**config.mk**
```make
export PLATFORM = sky130hd
export DESIGN_NAME = shc_top
export DESIGN_NICKNAME = d
export VERILOG_FILES = /design/src/rtl/shc_pkg.sv /design/src/rtl/shc_line_bank.sv /design/src/rtl/shc_query_track.sv /design/src/rtl/shc_rec_buf.sv /design/src/rtl/shc_top.sv
export SDC_FILE = /design/constraint.sdc
export NUM_CORES = 2
export LEC_CHECK = 0
export BUFFER_PORTS_ARGS = -buffer_cell sky130_fd_sc_hd__buf_2
export CORE_UTILIZATION = 25
export CTS_CLUSTER_DIAMETER = 80
export CTS_CLUSTER_SIZE = 30
export DETAILED_ROUTE_END_ITERATION = 7
export PLACE_DENSITY_LB_ADDON = 0.3
export SLEW_MARGIN = 0
export SYNTH_ARGS = -nofsm -noshare
export SYNTH_HDL_FRONTEND = slang
export SYNTH_SLANG_ARGS = --single-unit
```
**constraint.sdc**
```tcl
create_clock -name clk -period 2.9 [get_ports clk]
set_input_delay 0.29 -clock clk [delete_from_list [all_inputs] [get_ports clk]]
set_output_delay 0.29 -clock clk [all_outputs]
set_load 0.02 [all_outputs]
```
**src/rtl/shc_pkg.sv**
```systemverilog
package shc_pkg;

    parameter int unsigned WORDS = 16;
    parameter int unsigned PC_W  = 16;
    localparam int unsigned WORD_W = $clog2(WORDS);

    typedef logic [WORDS-1:0]  wmask_t;
    typedef logic [WORD_W-1:0] word_t;
    typedef logic [PC_W-1:0]   pc_t;

    typedef enum logic [1:0] {
        ST_HIT  = 2'b00,
        ST_INV  = 2'b01,
        ST_RO   = 2'b10,
        ST_FILL = 2'b11
    } acc_state_e;

    typedef struct packed {
        wmask_t wr_oth;
        wmask_t rd_oth;
        wmask_t loc_wr;
        wmask_t loc_rd;
        pc_t    pc;
        logic   coh;
        logic   fs;
    } line_st_t;

    function automatic line_st_t idle_line();
        line_st_t s;
        s     = '0;
        s.fs  = 1'b1;
        return s;
    endfunction

    function automatic logic is_coh_miss(logic wr, acc_state_e st);
        if (wr) return (st == ST_INV) || (st == ST_RO);
        return st == ST_INV;
    endfunction

    function automatic line_st_t apply_acc(line_st_t s, logic wr, word_t w);
        line_st_t r;
        r = s;
        if (s.coh && s.fs) begin
            if (wr) begin
                if (s.wr_oth[w] || s.rd_oth[w]) r.fs = 1'b0;
            end else if (s.wr_oth[w]) begin
                r.fs = 1'b0;
            end
        end
        if (wr) begin
            r.loc_wr[w] = 1'b1;
            r.loc_rd[w] = 1'b0;
        end else begin
            r.loc_rd[w] = 1'b1;
        end
        return r;
    endfunction

endpackage

```
**src/rtl/shc_line_bank.sv**
```systemverilog
module shc_line_bank
    import shc_pkg::*;
#(
    parameter int unsigned NUM_LINES = 8,
    localparam int unsigned LINE_W = $clog2(NUM_LINES)
) (
    input  logic              clk,
    input  logic              rst,
    input  logic              upd_en,
    input  logic [LINE_W-1:0] upd_idx,
    input  line_st_t          upd_data,
    input  logic              fill_en,
    input  logic [LINE_W-1:0] fill_idx,
    input  line_st_t          fill_data,
    input  logic              clr_en,
    input  logic [LINE_W-1:0] clr_idx,
    input  logic [LINE_W-1:0] rd_a_idx,
    input  logic [LINE_W-1:0] rd_b_idx,
    input  logic [LINE_W-1:0] rd_c_idx,
    output line_st_t          rd_a,
    output line_st_t          rd_b,
    output line_st_t          rd_c
);

    line_st_t mem [NUM_LINES];

    generate
        for (genvar i = 0; i < NUM_LINES; i++) begin : g_line
            line_st_t q;
            always_ff @(posedge clk) begin
                if (rst) begin
                    q <= idle_line();
                end else if (clr_en && clr_idx == LINE_W'(i)) begin
                    q <= idle_line();
                end else if (fill_en && fill_idx == LINE_W'(i)) begin
                    q <= fill_data;
                end else if (upd_en && upd_idx == LINE_W'(i)) begin
                    q <= upd_data;
                end
            end
            assign mem[i] = q;
        end
    endgenerate

    assign rd_a = mem[rd_a_idx];
    assign rd_b = mem[rd_b_idx];
    assign rd_c = mem[rd_c_idx];

endmodule

```
**src/rtl/shc_query_track.sv**
```systemverilog
module shc_query_track
    import shc_pkg::*;
#(
    parameter int unsigned LINE_W = 3
) (
    input  logic              clk,
    input  logic              rst,
    input  logic              start,
    input  logic [LINE_W-1:0] start_line,
    input  logic              start_wr,
    input  word_t             start_word,
    input  pc_t               start_pc,
    input  logic              rsp_valid,
    output logic              pend_valid,
    output logic [LINE_W-1:0] pend_line,
    output logic              pend_wr,
    output word_t             pend_word,
    output pc_t               pend_pc,
    output logic              req_valid,
    output logic              done
);

    assign done = pend_valid && rsp_valid;

    always_ff @(posedge clk) begin
        if (rst) begin
            pend_valid <= 1'b0;
            req_valid  <= 1'b0;
            pend_line  <= '0;
            pend_wr    <= 1'b0;
            pend_word  <= '0;
            pend_pc    <= '0;
        end else begin
            req_valid <= start;
            if (start) begin
                pend_valid <= 1'b1;
                pend_line  <= start_line;
                pend_wr    <= start_wr;
                pend_word  <= start_word;
                pend_pc    <= start_pc;
            end else if (done) begin
                pend_valid <= 1'b0;
            end
        end
    end

endmodule

```
**src/rtl/shc_rec_buf.sv**
```systemverilog
module shc_rec_buf
    import shc_pkg::*;
(
    input  logic clk,
    input  logic rst,
    input  logic load,
    input  pc_t  load_pc,
    input  logic load_fs,
    input  logic rec_ready,
    output logic rec_valid,
    output pc_t  rec_pc,
    output logic rec_false
);

    always_ff @(posedge clk) begin
        if (rst) begin
            rec_valid <= 1'b0;
            rec_pc    <= '0;
            rec_false <= 1'b0;
        end else if (load) begin
            rec_valid <= 1'b1;
            rec_pc    <= load_pc;
            rec_false <= load_fs;
        end else if (rec_ready) begin
            rec_valid <= 1'b0;
        end
    end

endmodule

```
**src/rtl/shc_top.sv**
```systemverilog
module shc_top
    import shc_pkg::*;
#(
    parameter int unsigned NUM_LINES = 8,
    localparam int unsigned LINE_W = $clog2(NUM_LINES)
) (
    input  logic              clk,
    input  logic              rst,
    input  logic              acc_valid,
    input  logic              acc_write,
    input  logic [LINE_W-1:0] acc_line,
    input  logic [WORD_W-1:0] acc_word,
    input  logic [PC_W-1:0]   acc_pc,
    input  logic [1:0]        acc_state,
    output logic              acc_busy,
    output logic              hq_req_valid,
    output logic [LINE_W-1:0] hq_req_line,
    input  logic              hq_rsp_valid,
    input  logic [WORDS-1:0]  hq_rsp_wr_oth,
    input  logic [WORDS-1:0]  hq_rsp_rd_oth,
    input  logic              ev_valid,
    input  logic [LINE_W-1:0] ev_line,
    output logic              ev_ready,
    output logic              push_valid,
    output logic [LINE_W-1:0] push_line,
    output logic [WORDS-1:0]  push_loc_wr,
    output logic [WORDS-1:0]  push_loc_rd,
    output logic              rec_valid,
    input  logic              rec_ready,
    output logic [PC_W-1:0]   rec_pc,
    output logic              rec_false
);

    acc_state_e        st;
    logic              cm, acc_go, start, upd_en, ev_go, rec_load;
    logic              pend_valid, pend_wr, q_done;
    logic [LINE_W-1:0] pend_line;
    word_t             pend_word;
    pc_t               pend_pc;
    line_st_t          rd_acc, rd_pend, rd_ev, upd_data, fill_base, fill_data;

    assign st       = acc_state_e'(acc_state);
    assign cm       = is_coh_miss(acc_write, st);
    assign acc_busy = (pend_valid && (acc_line == pend_line || cm))
                   || (ev_valid && ev_line == acc_line);
    assign acc_go   = acc_valid && !acc_busy;
    assign start    = acc_go && cm;
    assign upd_en   = acc_go && !cm;
    assign upd_data = apply_acc((st == ST_FILL) ? idle_line() : rd_acc,
                                acc_write, acc_word);

    always_comb begin
        fill_base        = rd_pend;
        fill_base.wr_oth = hq_rsp_wr_oth;
        fill_base.rd_oth = hq_rsp_rd_oth;
        fill_base.pc     = pend_pc;
        fill_base.coh    = 1'b1;
        fill_base.fs     = 1'b1;
    end
    assign fill_data = apply_acc(fill_base, pend_wr, pend_word);

    assign ev_ready = !rec_valid && !(pend_valid && pend_line == ev_line);
    assign ev_go    = ev_valid && ev_ready;
    assign rec_load = ev_go && rd_ev.coh;

    shc_line_bank #(.NUM_LINES(NUM_LINES)) u_bank (
        .clk       (clk),
        .rst       (rst),
        .upd_en    (upd_en),
        .upd_idx   (acc_line),
        .upd_data  (upd_data),
        .fill_en   (q_done),
        .fill_idx  (pend_line),
        .fill_data (fill_data),
        .clr_en    (ev_go),
        .clr_idx   (ev_line),
        .rd_a_idx  (acc_line),
        .rd_b_idx  (pend_line),
        .rd_c_idx  (ev_line),
        .rd_a      (rd_acc),
        .rd_b      (rd_pend),
        .rd_c      (rd_ev)
    );

    shc_query_track #(.LINE_W(LINE_W)) u_query (
        .clk        (clk),
        .rst        (rst),
        .start      (start),
        .start_line (acc_line),
        .start_wr   (acc_write),
        .start_word (acc_word),
        .start_pc   (acc_pc),
        .rsp_valid  (hq_rsp_valid),
        .pend_valid (pend_valid),
        .pend_line  (pend_line),
        .pend_wr    (pend_wr),
        .pend_word  (pend_word),
        .pend_pc    (pend_pc),
        .req_valid  (hq_req_valid),
        .done       (q_done)
    );
    assign hq_req_line = pend_line;

    shc_rec_buf u_rec (
        .clk       (clk),
        .rst       (rst),
        .load      (rec_load),
        .load_pc   (rd_ev.pc),
        .load_fs   (rd_ev.fs),
        .rec_ready (rec_ready),
        .rec_valid (rec_valid),
        .rec_pc    (rec_pc),
        .rec_false (rec_false)
    );

    always_ff @(posedge clk) begin
        if (rst) begin
            push_valid  <= 1'b0;
            push_line   <= '0;
            push_loc_wr <= '0;
            push_loc_rd <= '0;
        end else begin
            push_valid <= ev_go;
            if (ev_go) begin
                push_line   <= ev_line;
                push_loc_wr <= rd_ev.loc_wr;
                push_loc_rd <= rd_ev.loc_rd;
            end
        end
    end

endmodule

```
==> flow_summary_export.csv <==
group,metric,value,unit
synthesis,synth_commonest_cells,"1001 x nor2_1, 736 x dfxtp_1, 404 x mux2i_1, 318 x a21oi_1, 315 x clkbuf_1",
worst_setup_path,end_kind,"register",
global_routing,grt_pass1_vias,36303,
sta,min_period_over_period,95.0,%
worst_setup_path,path_cells,"mux4_2 > mux2i_1 > nor3b_1 > nor4_1 > buf_4 > o21ai_0 > o21bai_1",
sta,finalHoldViolCount,0,
sta,worstMarginPinSlew,1.06,ns
min_path,worstHoldEndpoint,"u_query.pend_line[0]$_SDFFE_PP0P_",
synthesis,yosys-top-cells-area,"dfxtp_1 35%, mux4_2 16%, mux2i_1 9.5%",
min_path,hold_class,"in2reg",
sta,rsz0062_at_grt,"false",
sta,holdWs,0.0993,ns
floorplan,core,169000,um^2
synthesis,netlist_instances,4545,
floorplan,die_area,172000,um^2
sta,max-slew-margin-rel,28.6,%
worst_setup_path,cp_slowest_cell,"dfxtp_1",
clocking,clockBufferDepth,3,
clocking,cts_buffers,38,
worst_setup_path,worst-path-buf-inv,1,
synthesis,ys_ff_latch,736,
place,place_area,48200,um^2
min_path,hold_path_startpoint,"acc_line[0]",
sta,drv_slew,0,
detailed_routing,ant_nets,0,
place,hpwlAfterDp,110000,um
clocking,cts.sinks,736,
floorplan,start_util,25.2,%
worst_setup_path,r2r-end,"u_bank.g_line[3].q[0]$_SDFFE_PP1P_",
worst_setup_path,r2r_slack,0.14,ns
pwr,irDropWorstVdd,361,uV
worst_setup_path,cp_slowest_stage_delay,0.69,ns
final_layout,areaGrowthSynthToFinish,17.4,%
global_routing,grt_pass1_wl,253000,um
synthesis,synth_flop_cell,"dfxtp_1",
final_layout,fillerInstances,17665,
global_routing,antenna_found_initial,13,
global_routing,gr-usage-all-layers,19.3,%
synthesis,synth.cell_area,42600,um^2
pwr,totalPowerFinal,20100,uW
sta,layout_min_cycle_time,2.76,ns
worst_setup_path,rr_startpoint,"u_query.pend_word[1]$_SDFFE_PP0P_",
clocking,post_cts.repair.setup_buffers,0,
clocking,cts_root_buf,"clkbuf_16",
job,cap_viol_max_count,0,
global_routing,grt_max_degree,107,
sta,setup_viol,0,
clocking,cts_tree,"yes",
synthesis,synth_edf_count,0,
sta,clock.fmax,363,MHz
pwr,power_density,403,nW/um^2
worst_setup_path,reg2regPathDepth,7,
detailed_routing,drt_wl_total,172000,um
synthesis,synth.avg_cell_area,9.38,um^2
place,gp_congestion,0.844,
clocking,htreeDepth,2,
pwr,p_leak,0.0172,uW
synthesis,syn_nets,4614,
floorplan,die_h,415,um
synthesis,yosysTopAreaCellShare,34.6,%
global_routing,grt_overflow,0,
synthesis,synth.distinct_cells,73,
synthesis,yosys.area.top_type,"dfxtp_1",
final_layout,finalInstanceArea,50100,um^2
worst_setup_path,path_delay_family,"multiplexers",
worst_setup_path,critPathMaxFanout,8,
synthesis,ys_seq_area_share,34.6,%
clocking,clkSlewWorstSetupHoldPaths,0.12,ns
final_layout,layout.cells.non_filler,6864,
final_layout,drive_gt1_share,24.0,%
floorplan,dieWidth,415,um
worst_setup_path,cp_data_required_time,3.51,ns
worst_setup_path,crit_path_start_kind,"register",
worst_setup_path,criticalPathCategory,"reg2reg",
worst_setup_path,arrival,3.36,ns
place,port_buffers,126,
detailed_routing,vias,37302,
detailed_routing,drc,0,
clocking,clock_latency,0.68,ns
sta,fin_worst_skew,0.0444,ns
sta,tns,0,ns
synthesis,synthArstFlopShare,0,%
synthesis,ys_warn_count,0,
detailed_routing,post_drt_wl_per_cell,25.0,um
final_layout,nets,4680,
min_path,holdPathStages,4,
detailed_routing,firstDrtPassIters,7,
detailed_routing,routed_via_density,5.43,
detailed_routing,drt_iter0_markers,3425,
floorplan,io_pins,127,
floorplan,fp-row-count,151,
synthesis,yosysMostFrequentCell,"nor2_1",
place,dp.cells,6739,
outcome,status,"complete, no violations",
-- worst max path at each step --
| stage | startpoint | endpoint | slack [ns] | depth (start not counted) |
|---|---|---|---|---|
| floorplan | u_query.pend_line[2]$_SDFFE_PP0P_ | u_bank.g_line[3].q[0]$_SDFFE_PP1P_ | 0.14 | 9 |
| global placement | acc_state[1] | u_bank.g_line[3].q[31]$_SDFFE_PP0P_ | 0.005 | 14 |
| detailed placement | acc_state[1] | u_bank.g_line[0].q[54]$_SDFFE_PP0P_ | -0.02 | 14 |
| CTS | u_query.pend_word[1]$_SDFFE_PP0P_ | u_bank.g_line[3].q[0]$_SDFFE_PP1P_ | 0.17 | 7 |
| global route | u_query.pend_line[0]$_SDFFE_PP0P_ | u_bank.g_line[6].q[32]$_SDFFE_PP0P_ | 0.03 | 8 |
| finish | u_query.pend_word[1]$_SDFFE_PP0P_ | u_bank.g_line[3].q[0]$_SDFFE_PP1P_ | 0.14 | 7 |
-- layer usage --
metal  track usage (%)  share of wire, %
met4              8.29               4.5
met5             0.139             0.055
met3              2.43               5.8
met1              24.6                42
met2              32.7                48
-- sequential cells by signal, summed over array words and instances, names as in the netlist --
name / cells
u_bank.g_line.q: 656
push_loc_rd: 16
push_loc_wr: 16
u_query.pend_pc: 16
u_rec.rec_pc: 16
u_query.pend_word: 4
push_line: 3
u_query.pend_line: 3
push_valid: 1
u_query.pend_valid: 1
u_query.pend_wr: 1
u_query.req_valid: 1
u_rec.rec_false: 1
u_rec.rec_valid: 1
-- where the power goes --
group          switching, uW  internal, uW  total, uW  leakage [uW]
Clock                   4170          2950       7120      0.000663
Sequential               112         10200      10300       0.00594
Combinational           1730           976       2700        0.0106
Total                   6010         14100      20100        0.0172
-- tightest hold or removal path, cell delays in order --
cell and delay (ns):
buf_8 0.14, buf_12 0.18, nand2_1 0.07, a21oi_1 0.05
-- cells in the final DEF, fill, tap and decap left out, types with 5 or more instances in the layout --
cell type / n
mux4_2: 311
buf_12: 112
nor2b_1: 15
mux2_2: 203
dfxtp_1: 733
a221oi_1: 63
diode_2: 6
nor2_4: 6
buf_2: 119
a31oi_1: 11
inv_1: 5
dlygate4sd3_1: 50
inv_8: 5
a211oi_1: 268
clkbuf_16: 39
nand2b_1: 22
xor2_1: 5
nand2_1: 295
clkbuf_8: 5
a22oi_1: 66
nor2_1: 996
o31ai_1: 15
a221o_1: 5
o22ai_1: 22
a21oi_1: 318
nand2_4: 5
a311oi_1: 58
mux4_1: 7
o21bai_1: 6
o21ai_0: 38
and2_1: 7
o221ai_1: 35
buf_4: 244
mux2i_1: 404
nand3_1: 9
o21a_1: 9
nor3_1: 14
-- kinds of logic after synthesis --
kind of cell | count (synthesis) | synth area share (%)
buffers and inverters | 508 | 5.14
flip-flops | 736 | 34.6
AO/OA/AOI/OAI | 953 | 15.2
multiplexers | 926 | 31.7
XOR/XNOR | 9 | 0.185
AND/OR/NAND/NOR | 1411 | 13.1
adder cells (fa/ha/maj) | 2 | 0.0587
-- layout make-up --
cell class	instances	area, um^2	share of cell area, %
Sequential cell	736	14700	29.5
Multi-Input combinational cell	3301	25900	51.8
Tap cell	2218	2780	5.54
Antenna cell	6	15.0	0.0300
Clock inverter	25	322	0.642
Clock buffer	44	1030	2.07
Inverter	5	18.8	0.0375
Timing Repair Buffer	529	5230	10.4
-- per-stage QoR --
step           utilization [%]  setup WS [ns]
3_5_place_dp              28.5        -0.0177
4_1_cts                   29.6          0.172
5_1_grt                   29.6         0.0345
2_1_floorplan                -          0.139
3_3_place_gp              28.5        0.00462
6_report                  29.6          0.145
-- repair_timing --
action	CTS	global route
hold buffers	50	0
gates resized for setup	0	3
setup endpoints to repair	0	3
hold endpoints to repair	213	0
No activity file was read; power rests on OpenSTA's default activity.
